**config.mk**
```make
export PLATFORM = sky130hd
export DESIGN_NAME = spif_ctrl
export DESIGN_NICKNAME = d
export VERILOG_FILES = /design/src/rtl/spif_pkg.sv /design/src/rtl/spif_clkdiv.sv /design/src/rtl/spif_ring.sv /design/src/rtl/spif_engine.sv /design/src/rtl/spif_ctrl.sv
export SDC_FILE = /design/constraint.sdc
export NUM_CORES = 1
export LEC_CHECK = 0
export ABC_AREA = 1
export ABC_CLOCK_PERIOD_IN_PS = 2700
export BUFFER_PORTS_ARGS = -buffer_cell sky130_fd_sc_hd__buf_4
export CAP_MARGIN = 0
export CORE_UTILIZATION = 25
export DETAILED_ROUTE_END_ITERATION = 6
export GPL_TIMING_DRIVEN = 0
export HOLD_SLACK_MARGIN = 0.08
export MAX_ROUTING_LAYER = met4
export PLACE_DENSITY = 0.41
export SLEW_MARGIN = 20
export SYNTH_ARGS = -nofsm -noshare
export SYNTH_HDL_FRONTEND = slang
export SYNTH_SLANG_ARGS = --single-unit
```
**constraint.sdc**
```tcl
create_clock -name clk -period 2.7 [get_ports clk]
set_input_delay 0.54 -clock clk [delete_from_list [all_inputs] [get_ports clk]]
set_output_delay 0.54 -clock clk [all_outputs]
set_load 0.01 [all_outputs]
```
**src/rtl/spif_pkg.sv**
```systemverilog
package spif_pkg;
  localparam int ADDR_W = 4;

  localparam logic [ADDR_W-1:0] OFS_OPCODE = 4'h0;
  localparam logic [ADDR_W-1:0] OFS_COUNT  = 4'h1;
  localparam logic [ADDR_W-1:0] OFS_CTRL   = 4'h2;
  localparam logic [ADDR_W-1:0] OFS_DATA   = 4'hC;
  localparam logic [ADDR_W-1:0] OFS_STAT   = 4'hD;

  localparam int CTRL_GO_BIT  = 0;
  localparam int CTRL_CLR_BIT = 4;
  localparam int STAT_SEL_LSB = 4;

  typedef enum logic {
    ENG_IDLE  = 1'b0,
    ENG_SHIFT = 1'b1
  } eng_state_e;
endpackage

```
**src/rtl/spif_clkdiv.sv**
```systemverilog
module spif_clkdiv #(
  parameter int DIV_W = 2
) (
  input  logic             clk,
  input  logic             rst_n,
  input  logic             run,
  input  logic [DIV_W-1:0] sel,
  output logic             tick
);
  logic [DIV_W-1:0] cnt_q, cnt_d;

  assign tick = run && (cnt_q == sel);

  always_comb begin
    if (!run || tick) cnt_d = '0;
    else              cnt_d = cnt_q + 1'b1;
  end

  always_ff @(posedge clk or negedge rst_n) begin
    if (!rst_n) cnt_q <= '0;
    else        cnt_q <= cnt_d;
  end

  AST_TICK_SPACING: assert property (@(posedge clk) disable iff (!rst_n)
    (tick && (sel != '0)) |=> !tick);
endmodule

```
**src/rtl/spif_ring.sv**
```systemverilog
module spif_ring #(
  parameter int DEPTH  = 8,
  parameter int BYTE_W = 8
) (
  input  logic                     clk,
  input  logic                     rst_n,
  input  logic                     clr,
  input  logic                     host_we,
  input  logic                     host_adv,
  input  logic [BYTE_W-1:0]        host_wdata,
  input  logic                     eng_we,
  input  logic [BYTE_W-1:0]        eng_wdata,
  output logic [$clog2(DEPTH)-1:0] ptr,
  output logic [BYTE_W-1:0]        rdata
);
  localparam int PTR_W = $clog2(DEPTH);

  logic [PTR_W-1:0]  ptr_q, ptr_d;
  logic [BYTE_W-1:0] mem_q [DEPTH];
  logic [BYTE_W-1:0] wdata;
  logic              any_we;
  logic              step;

  assign any_we = host_we | eng_we;
  assign wdata  = eng_we ? eng_wdata : host_wdata;
  assign step   = host_adv | eng_we;

  always_comb begin
    if (clr)       ptr_d = '0;
    else if (step) ptr_d = ptr_q + 1'b1;
    else           ptr_d = ptr_q;
  end

  always_ff @(posedge clk or negedge rst_n) begin
    if (!rst_n) ptr_q <= '0;
    else        ptr_q <= ptr_d;
  end

  for (genvar gi = 0; gi < DEPTH; gi++) begin : g_slot
    logic slot_en;
    assign slot_en = any_we && (ptr_q == PTR_W'(gi));
    always_ff @(posedge clk or negedge rst_n) begin
      if (!rst_n)       mem_q[gi] <= '0;
      else if (slot_en) mem_q[gi] <= wdata;
    end
  end

  assign ptr   = ptr_q;
  assign rdata = mem_q[ptr_q];

  AST_SINGLE_MOVER: assert property (@(posedge clk) disable iff (!rst_n)
    !(host_adv && eng_we));
  AST_PTR_STEP: assert property (@(posedge clk) disable iff (!rst_n)
    !clr |=> ((ptr_q == $past(ptr_q)) || (ptr_q == PTR_W'($past(ptr_q) + 1'b1))));
endmodule

```
**src/rtl/spif_engine.sv**
```systemverilog
module spif_engine
  import spif_pkg::*;
#(
  parameter int BYTE_W = 8,
  parameter int CNT_W  = 4
) (
  input  logic              clk,
  input  logic              rst_n,
  input  logic              start,
  input  logic [BYTE_W-1:0] opcode,
  input  logic [CNT_W-1:0]  tx_cnt,
  input  logic [CNT_W-1:0]  rx_cnt,
  input  logic              tick,
  input  logic [BYTE_W-1:0] ring_rdata,
  input  logic              miso,
  output logic              busy,
  output logic              sck,
  output logic              cs_n,
  output logic              mosi,
  output logic              ring_we,
  output logic [BYTE_W-1:0] ring_wdata
);
  localparam int TOT_W = CNT_W + 1;
  localparam int BIT_W = $clog2(BYTE_W);
  localparam logic [BIT_W-1:0] LAST_BIT = BIT_W'(BYTE_W - 1);
  localparam logic [TOT_W-1:0] ONE_B    = TOT_W'(1);

  eng_state_e        state_q, state_d;
  logic              sck_q, sck_d;
  logic              cs_n_q, cs_n_d;
  logic [BYTE_W-1:0] tx_sr_q, tx_sr_d;
  logic [BYTE_W-1:0] rx_sr_q, rx_sr_d;
  logic [BIT_W-1:0]  bit_q, bit_d;
  logic [TOT_W-1:0]  byte_q, byte_d;
  logic [CNT_W-1:0]  txn_q, txn_d;
  logic [TOT_W-1:0]  tot_q, tot_d;
  logic [TOT_W-1:0]  byte_nx;
  logic [BYTE_W-1:0] rx_shift;

  assign byte_nx    = byte_q + ONE_B;
  assign rx_shift   = {rx_sr_q[BYTE_W-2:0], miso};
  assign ring_wdata = rx_shift;

  always_comb begin
    state_d = state_q;
    sck_d   = sck_q;
    cs_n_d  = cs_n_q;
    tx_sr_d = tx_sr_q;
    rx_sr_d = rx_sr_q;
    bit_d   = bit_q;
    byte_d  = byte_q;
    txn_d   = txn_q;
    tot_d   = tot_q;
    ring_we = 1'b0;
    case (state_q)
      ENG_IDLE: begin
        if (start) begin
          state_d = ENG_SHIFT;
          cs_n_d  = 1'b0;
          sck_d   = 1'b0;
          tx_sr_d = opcode;
          bit_d   = '0;
          byte_d  = '0;
          txn_d   = tx_cnt;
          tot_d   = TOT_W'(tx_cnt) + TOT_W'(rx_cnt);
        end
      end
      ENG_SHIFT: begin
        if (tick) begin
          if (!sck_q) begin
            // rising edge: capture one input bit
            sck_d   = 1'b1;
            rx_sr_d = rx_shift;
            ring_we = (bit_q == LAST_BIT) && (byte_q != '0);
          end else begin
            // falling edge: present the next output bit
            sck_d = 1'b0;
            if (bit_q == LAST_BIT) begin
              if (byte_q == tot_q) begin
                state_d = ENG_IDLE;
                cs_n_d  = 1'b1;
              end else begin
                byte_d  = byte_nx;
                bit_d   = '0;
                tx_sr_d = (byte_nx <= {1'b0, txn_q}) ? ring_rdata : '1;
              end
            end else begin
              bit_d   = bit_q + 1'b1;
              tx_sr_d = {tx_sr_q[BYTE_W-2:0], 1'b0};
            end
          end
        end
      end
      default: state_d = ENG_IDLE;
    endcase
  end

  always_ff @(posedge clk or negedge rst_n) begin
    if (!rst_n) begin
      state_q <= ENG_IDLE;
      sck_q   <= 1'b0;
      cs_n_q  <= 1'b1;
      tx_sr_q <= '0;
      rx_sr_q <= '0;
      bit_q   <= '0;
      byte_q  <= '0;
      txn_q   <= '0;
      tot_q   <= '0;
    end else begin
      state_q <= state_d;
      sck_q   <= sck_d;
      cs_n_q  <= cs_n_d;
      tx_sr_q <= tx_sr_d;
      rx_sr_q <= rx_sr_d;
      bit_q   <= bit_d;
      byte_q  <= byte_d;
      txn_q   <= txn_d;
      tot_q   <= tot_d;
    end
  end

  assign busy = (state_q == ENG_SHIFT);
  assign sck  = sck_q;
  assign cs_n = cs_n_q;
  assign mosi = busy ? tx_sr_q[BYTE_W-1] : 1'b0;

  AST_CS_DURING_BUSY: assert property (@(posedge clk) disable iff (!rst_n)
    busy |-> !cs_n);
  AST_SCK_IDLE_LOW: assert property (@(posedge clk) disable iff (!rst_n)
    !busy |-> !sck);
  AST_MOSI_HOLD_HIGH: assert property (@(posedge clk) disable iff (!rst_n)
    (sck_q && $past(sck_q)) |-> $stable(mosi));
endmodule

```
**src/rtl/spif_ctrl.sv**
```systemverilog
module spif_ctrl
  import spif_pkg::*;
#(
  parameter int FIFO_DEPTH = 8,
  parameter int BYTE_W     = 8,
  parameter int CNT_W      = 4,
  parameter int DIV_W      = 2
) (
  input  logic              clk,
  input  logic              rst_n,
  input  logic [3:0]        addr,
  input  logic              wr_en,
  input  logic [BYTE_W-1:0] wr_data,
  input  logic              rd_en,
  output logic [BYTE_W-1:0] rd_data,
  output logic              spi_sck,
  output logic              spi_cs_n,
  output logic              spi_mosi,
  input  logic              spi_miso
);
  localparam int PTR_W  = $clog2(FIFO_DEPTH);
  localparam int TX_MAX = FIFO_DEPTH - 3;
  localparam int RX_MAX = FIFO_DEPTH;

  logic [BYTE_W-1:0]  op_q;
  logic [2*CNT_W-1:0] cnt_q;
  logic [DIV_W-1:0]   sel_q;
  logic [CNT_W-1:0]   tx_cnt, rx_cnt;
  logic               busy;
  logic               legal;
  logic               wr_op, wr_cnt, wr_ctrl, wr_sel;
  logic               go, clr, host_we, host_adv;
  logic               tick;
  logic               eng_we;
  logic [BYTE_W-1:0]  eng_wdata;
  logic [BYTE_W-1:0]  ring_rdata;
  logic [PTR_W-1:0]   ptr;
  logic [BYTE_W-1:0]  stat_word;

  assign tx_cnt = cnt_q[CNT_W-1:0];
  assign rx_cnt = cnt_q[2*CNT_W-1:CNT_W];
  assign legal  = (int'(tx_cnt) <= TX_MAX) && (int'(rx_cnt) <= RX_MAX);

  // register strobes, all blocked while a transfer runs
  assign wr_op    = wr_en && !busy && (addr == OFS_OPCODE);
  assign wr_cnt   = wr_en && !busy && (addr == OFS_COUNT);
  assign wr_ctrl  = wr_en && !busy && (addr == OFS_CTRL);
  assign wr_sel   = wr_en && !busy && (addr == OFS_STAT);
  assign host_we  = wr_en && !busy && (addr == OFS_DATA);
  assign host_adv = host_we || (rd_en && !busy && (addr == OFS_DATA));
  assign go       = wr_ctrl && wr_data[CTRL_GO_BIT] && legal;
  assign clr      = wr_ctrl && wr_data[CTRL_CLR_BIT];

  always_ff @(posedge clk or negedge rst_n) begin
    if (!rst_n)     op_q <= '0;
    else if (wr_op) op_q <= wr_data;
  end

  always_ff @(posedge clk or negedge rst_n) begin
    if (!rst_n)      cnt_q <= '0;
    else if (wr_cnt) cnt_q <= wr_data[2*CNT_W-1:0];
  end

  always_ff @(posedge clk or negedge rst_n) begin
    if (!rst_n)      sel_q <= '0;
    else if (wr_sel) sel_q <= wr_data[STAT_SEL_LSB+DIV_W-1:STAT_SEL_LSB];
  end

  spif_clkdiv #(.DIV_W(DIV_W)) u_clkdiv (
    .clk  (clk),
    .rst_n(rst_n),
    .run  (busy),
    .sel  (sel_q),
    .tick (tick)
  );

  spif_ring #(.DEPTH(FIFO_DEPTH), .BYTE_W(BYTE_W)) u_ring (
    .clk       (clk),
    .rst_n     (rst_n),
    .clr       (clr),
    .host_we   (host_we),
    .host_adv  (host_adv),
    .host_wdata(wr_data),
    .eng_we    (eng_we),
    .eng_wdata (eng_wdata),
    .ptr       (ptr),
    .rdata     (ring_rdata)
  );

  spif_engine #(.BYTE_W(BYTE_W), .CNT_W(CNT_W)) u_engine (
    .clk       (clk),
    .rst_n     (rst_n),
    .start     (go),
    .opcode    (op_q),
    .tx_cnt    (tx_cnt),
    .rx_cnt    (rx_cnt),
    .tick      (tick),
    .ring_rdata(ring_rdata),
    .miso      (spi_miso),
    .busy      (busy),
    .sck       (spi_sck),
    .cs_n      (spi_cs_n),
    .mosi      (spi_mosi),
    .ring_we   (eng_we),
    .ring_wdata(eng_wdata)
  );

  always_comb begin
    stat_word = '0;
    stat_word[PTR_W-1:0] = ptr;
    stat_word[STAT_SEL_LSB+DIV_W-1:STAT_SEL_LSB] = sel_q;
  end

  always_comb begin
    rd_data = '0;
    case (addr)
      OFS_OPCODE: rd_data = op_q;
      OFS_COUNT:  rd_data = cnt_q;
      OFS_CTRL:   rd_data[CTRL_GO_BIT] = busy;
      OFS_DATA:   rd_data = ring_rdata;
      OFS_STAT:   rd_data = stat_word;
      default:    rd_data = '0;
    endcase
  end

  AST_CFG_FROZEN: assert property (@(posedge clk) disable iff (!rst_n)
    busy |=> ($stable(op_q) && $stable(cnt_q) && $stable(sel_q)));
  AST_IDLE_CS_HIGH: assert property (@(posedge clk) disable iff (!rst_n)
    (!busy && !$past(go)) |-> spi_cs_n);
endmodule

```
# After elaboration in Yosys (flattened, before gate mapping)
# Index checks and enable logic that the tools add are counted.
dict set report classes {
  addsub 5
  n_lt_le_gt_ge 4
  n_eq_ne 21
  muxes 47
  n_bitwise 5
  reduce_logical 35
}
# op count
set op_table {}
lappend op_table {{8-bit two-way mux} 9}
lappend op_table {{7-bit case mux with 4 select lines} 1}
lappend op_table {{5-bit two-way mux} 5}
lappend op_table {{8-bit binary-select mux with 3-bit select} 1}
lappend op_table {{1-bit logical AND} 22}
lappend op_table {{3-bit two-way mux} 7}
lappend op_table {{1-bit two-way mux} 16}
lappend op_table {{8-bit case mux with 2 select lines} 1}
lappend op_table {{3-bit equality test, second input constant} 5}
lappend op_table {{2-bit != test, second input constant} 6}
lappend op_table {{5-bit case mux with 2 select lines} 1}
lappend op_table {{5-bit AND reduction} 2}
lappend op_table {{4-bit equality test, second input constant} 2}
lappend op_table {{3-bit by 1-bit adder with 3-bit output, second input constant} 2}
lappend op_table {{3-bit by 2-bit equality test with 1-bit output, second input constant} 2}
lappend op_table {{1-bit case mux with 2 select lines} 3}
lappend op_table {{3-bit case mux with 2 select lines} 1}
lappend op_table {{4-bit by 4-bit adder with 5-bit output} 1}
lappend op_table {{5-bit by 1-bit adder with 5-bit output, second input constant} 1}
lappend op_table {{5-bit equality test} 1}
lappend op_table {{5-bit by 4-bit less-or-equal comparator with 1-bit output} 1}
lappend op_table {{1-bit case mux with 5 select lines} 1}
lappend op_table {{5-bit nonzero test} 1}
lappend op_table {{4-bit by 1-bit equality test with 1-bit output, second input constant} 1}
lappend op_table {{other kinds (20)} 24}
dict set report word_totals {
  reg_bits 122
  input_bits 17
  out_inout_bits 11
  elab_cells 139
}

# Depth between registers and ports, before layout
dict set report depth {
  depth_word 10
  mapped_depth 14
  depth_no_buf 13
}

# By module
# From an unflattened synthesis, not the netlist that was laid out.
dict set report unflattened {
  hier_cells 908
  hier_area_um2 6821.5
}
# mod n_inst cells_each area_each_um2 seq_area_each_um2
set by_module_without_submodules {}
lappend by_module_without_submodules {spif_ring 1 473 3554.7 1676.6}
lappend by_module_without_submodules {spif_engine 1 259 2049.5 877.1}
lappend by_module_without_submodules {spif_ctrl 1 157 1093.5 450.4}
lappend by_module_without_submodules {spif_clkdiv 1 19 123.9 50.0}

# Worst setup path before layout
# OpenSTA, ideal clock, no wires.
dict set report synth_timing {
  path_type {reg2out}
  startpoint {reg u_ring.ptr_q[0], in the netlist u_ring.ptr[0]}
  endpoint {out rd_data[0]}
  t_arrival_ns 1.486
  t_required_ns 2.160
  slack_ns 0.674
  path_stages_with_launch 10
  path_buffers 2
  path_cell_list {dfrtp_1 buf_2 clkinv_1 clkbuf_1 nand2_1 nand2_1 nand2_1 nand3_1 nand2_1 o21ai_0}
}
dict set report synth_via {
  elab_chain_len 5
}
# element line
set synth_lines {}
lappend synth_lines {{start: declaration} spif_ring.sv:18} ;# logic [PTR_W-1:0] ptr_q, ptr_d;
lappend synth_lines {{start signal: assignment} spif_ring.sv:36} ;# else ptr_q <= ptr_d;
lappend synth_lines {{3-bit inverter with 4-bit output (not written as such)} spif_ring.sv:49} ;# assign rdata = mem_q[ptr_q];
lappend synth_lines {{8-bit binary-select mux with 3-bit select} spif_ring.sv:49}
lappend synth_lines {{8-bit two-way mux (not written as such) (2 in a row)} spif_ring.sv:49}
lappend synth_lines {{1-bit case mux with 5 select lines *} spif_ctrl.sv:116} ;# case (addr)
lappend synth_lines {{end: declaration} spif_ctrl.sv:15} ;# output logic [BYTE_W-1:0] rd_data,
# Mark *: on every way between the ends. The rest lies on a longest branch, timed or not. The select of a mux whose other input is x is not followed.

# Final worst setup path
dict set report layout_timing {
  startpoint {reg u_ring.ptr_q[0], in the netlist u_ring.ptr[0]}
  endpoint {out rd_data[2]}
}
dict set report layout_via {
  elab_chain_len 5
}
# element line
set layout_lines {}
lappend layout_lines {{3-bit inverter with 4-bit output (not written as such)} spif_ring.sv:49}
lappend layout_lines {{8-bit binary-select mux with 3-bit select} spif_ring.sv:49}
lappend layout_lines {{8-bit two-way mux (not written as such) (2 in a row)} spif_ring.sv:49}
lappend layout_lines {{7-bit case mux with 4 select lines} spif_ctrl.sv:116}
# No other way between the ends. The select of a mux whose other input is x is not followed.

==> flow_metrics.py <==
metrics = {
    "die": {
        "die_y_um": 165,
        "ioPinCount": 28,
        "die-area_mm2": 0.0272,
        "die_w_um": 165,
        "rows": 59,
        "core-area_mm2": 0.0261,
        "start_util": 0.254,
    },
    "power": {
        "cellPowerDensity_mw_per_mm2": 826,
        "p_leak_uw": 0.00409,
        "ir_drop_mv": 0.464,
    },
    "sta": {
        "rsz0062_at_grt": "no",
        "fmax_ghz": 0.387,
        "max_slew_margin": 0.470,
        "tightest_slew_ps": 789,
        "finalCriticalPeriod_ps": 2590,
        "hold_viol": 0,
        "setup-violations-final": 0,
        "skew_ps": 19.1,
        "fin_crit_sh": 0.958,
        "report.final.slew_viol_count": 0,
        "fin_ws_ps": 113,
    },
    "global_route": {
        "grt_overflow": 0,
        "grt_pass1_vias": 5512,
        "grt_max_degree": 92,
        "grt_antenna_before_repair": 0,
        "grt_usage": 0.163,
        "grt_pass1_wl_um": 31600,
    },
    "synthesis": {
        "yosysUniqueCellTypes": 36,
        "synth_area_leaders": "dfrtp_1 46%, nand2_1 28%, inv_1 4.8%",
        "async_flop_share": 1.00,
        "syn_avg_cell_area_um2": 7.34,
        "netlist.area_leader.share": 0.457,
        "synth_area_mm2": 0.00663,
        "synth_edf_count": 0,
        "yosys.area.top_type": "dfrtp_1",
        "synth_nets": 939,
        "syn_inst": 903,
        "yosys-top-cells-count": "489 x nand2_1, 121 x dfrtp_1, 85 x inv_1",
        "ys_seq_area_frac": 0.461,
        "ys.flop_type": "dfrtp_1",
        "ys_ff_latch": 122,
        "synth.most_common_cell": "nand2_1",
        "yosysWarnings": 0,
    },
    "run": {
        "cap_violations": 0,
    },
    "final_layout": {
        "syn2layout_area_growth_pct": 20.8,
        "fin_util": 0.307,
        "diodes": 0,
        "layout-drive-gt1-share": 0.125,
        "final_nets": 988,
        "final_cells": 1300,
    },
    "critical_path": {
        "crit_path_end_kind": "primary output",
        "cpMostUsedCell": "nand2_1",
        "crit_chain": "buf_6, clkinv_4, clkbuf_8, nand2_1, nand2_1, nand2_1, nand3_1, nand2_2, o21ai_2, buf_4",
        "critPathKind": "reg -> out",
        "worstPathRequired_ps": 2160,
        "cp_max_fo": 10,
        "slowest_delay_ps": 410,
        "crit_slowest_cell": "dfrtp_1",
        "cp.arrival_ps": 2050,
        "start_kind": "flop",
    },
    "detailed_routing": {
        "drt_pre_antenna_iters": 5,
        "antenna_left": 0,
        "viasPerCell": 4.32,
        "vias": 5620,
        "drc": 0,
        "wire_per_inst_um": 15.6,
        "drtIter0Drc": 419,
        "wl_um": 20300,
    },
    "place": {
        "place_hpwl_um": 14500,
        "gp_congestion": 0.833,
        "dp.cells": 1266,
        "portBuffers": 27,
        "dpl_worst_slack_ps": -158,
    },
    "clocking": {
        "clk_pin_slew_ps": 60,
        "clock-sinks": 122,
        "cts_root_buf": "clkbuf_16",
        "cts_max_path_buffers": 2,
        "cts_tree": "built",
        "worstSkewPairLatency_ps": 430,
        "ctsHtreeMaxLevel": 4,
        "cts_buffers": 17,
    },
    "status": {
        "status": "completed",
    },
    "hold_path": {
        "hold_path.class": "in -> reg",
    },
}
worst paths after layout:
kind / start / end / slack, ps / cells past startpoint
min in group asynchronous: rst_n / u_engine.bit_q[1] / 570 / 2
min reg2reg: u_ring.mem_q[41] / u_ring.mem_q[41] / 470 / 2
min: wr_data[6] / cnt_q[6] / 440 / 3
max in group asynchronous: rst_n / cnt_q[5] / 1390 / 3
max reg2reg: u_engine.byte_q[0] / u_engine.tx_sr_q[0] / 420 / 13
max: u_ring.ptr[0] / rd_data[2] / 110 / 10
final cells by class:
cell class,count,area [um2]
Fill cell,2850,18000
Buffer,22,168
Clock inverter,14,146
Timing Repair Buffer,30,255
Clock buffer,18,439
Inverter,92,352
Sequential cell,122,3050
Tap cell,335,419
Multi-Input combinational cell,667,3180
worst max-delay path: cells and delay by family, from the launching register on:
family | cells | cell delay (ps)
buf+inv | 4 | 570
flops | 1 | 410
simple gates | 5 | 390
compound gates | 1 | 220
power breakdown:
group	total [uW]	internal, uW	switching (uW)
logic	1890	644	1250
registers	2410	2160	247
clock network	2310	1380	928
total	6620	4190	2420
what timing repair did:
action                                  in CTS  in global routing
gates cloned                                 0                  0
gates resized for setup                     37                 10
endpoints found under the hold margin       30                  0
buffers inserted                             0                  1
hold buffers                                 1                  0
endpoints found under the setup margin       8                 11
pin swaps                                    0                  1
routing by layer:
layer | global-route usage | routed length (um) | vias to the layer above
li1 | - | - | 2885
met1 | 0.215 | 10100 | 2631
met2 | 0.257 | 9450 | 89
met3 | 0.0274 | 559 | 15
met4 | 0.0459 | 218 | 0
met5 | - | 0 | -
cell usage in the layout (no fill, tap or decap), types with 9 or more instances in the layout:
cell and n:
nand2_1 482, dfrtp_1 121, inv_1 85, o21ai_0 49, nand3_1 33, buf_4 29
ha_1 18, clkbuf_16 17, nor2_1 16, nand2_2 10, a21oi_1 9
cell families after synthesis:
| kind of cell | Yosys count | synth area share |
|---|---|---|
| AND/OR/NAND/NOR | 548 | 0.323 |
| adder cells (fa/ha/maj) | 19 | 0.0370 |
| flip-flops | 122 | 0.461 |
| buffers and inverters | 114 | 0.0691 |
| AO/OA/AOI/OAI | 90 | 0.0966 |
| multiplexers | 1 | 0.00170 |
| XOR/XNOR | 9 | 0.0119 |
state kept, by name, indices dropped and copies added, names as in the netlist:
name and flops:
u_ring.ptr 3, u_engine.tot_q 5, sel_q 2, u_engine.cs_n 1
u_engine.tx_sr_q 8, op_q 8, u_engine.rx_sr_q 7, u_engine.bit_q 3
cnt_q 8, u_engine.byte_q 5, u_clkdiv.cnt_q 2, u_engine.busy 1
u_ring.mem_q 64, u_engine.txn_q 4, u_engine.sck 1
stage by stage:
| step | cell area, um2 | hold slack (ps) | setup TNS, ps | total power [uW] |
|---|---|---|---|---|
| floorplan | 6630 | 244 | 0 | 3590 |
| global placement | 7250 | 454 | -531 | 4220 |
| detailed placement | 7290 | 432 | -473 | 4230 |
| CTS | 7980 | 421 | 0 | 6660 |
| global route | 8010 | 452 | 0 | 7060 |
| finish | 8010 | 444 | 0 | 6620 |
Power figures use the tool's default switching activity.
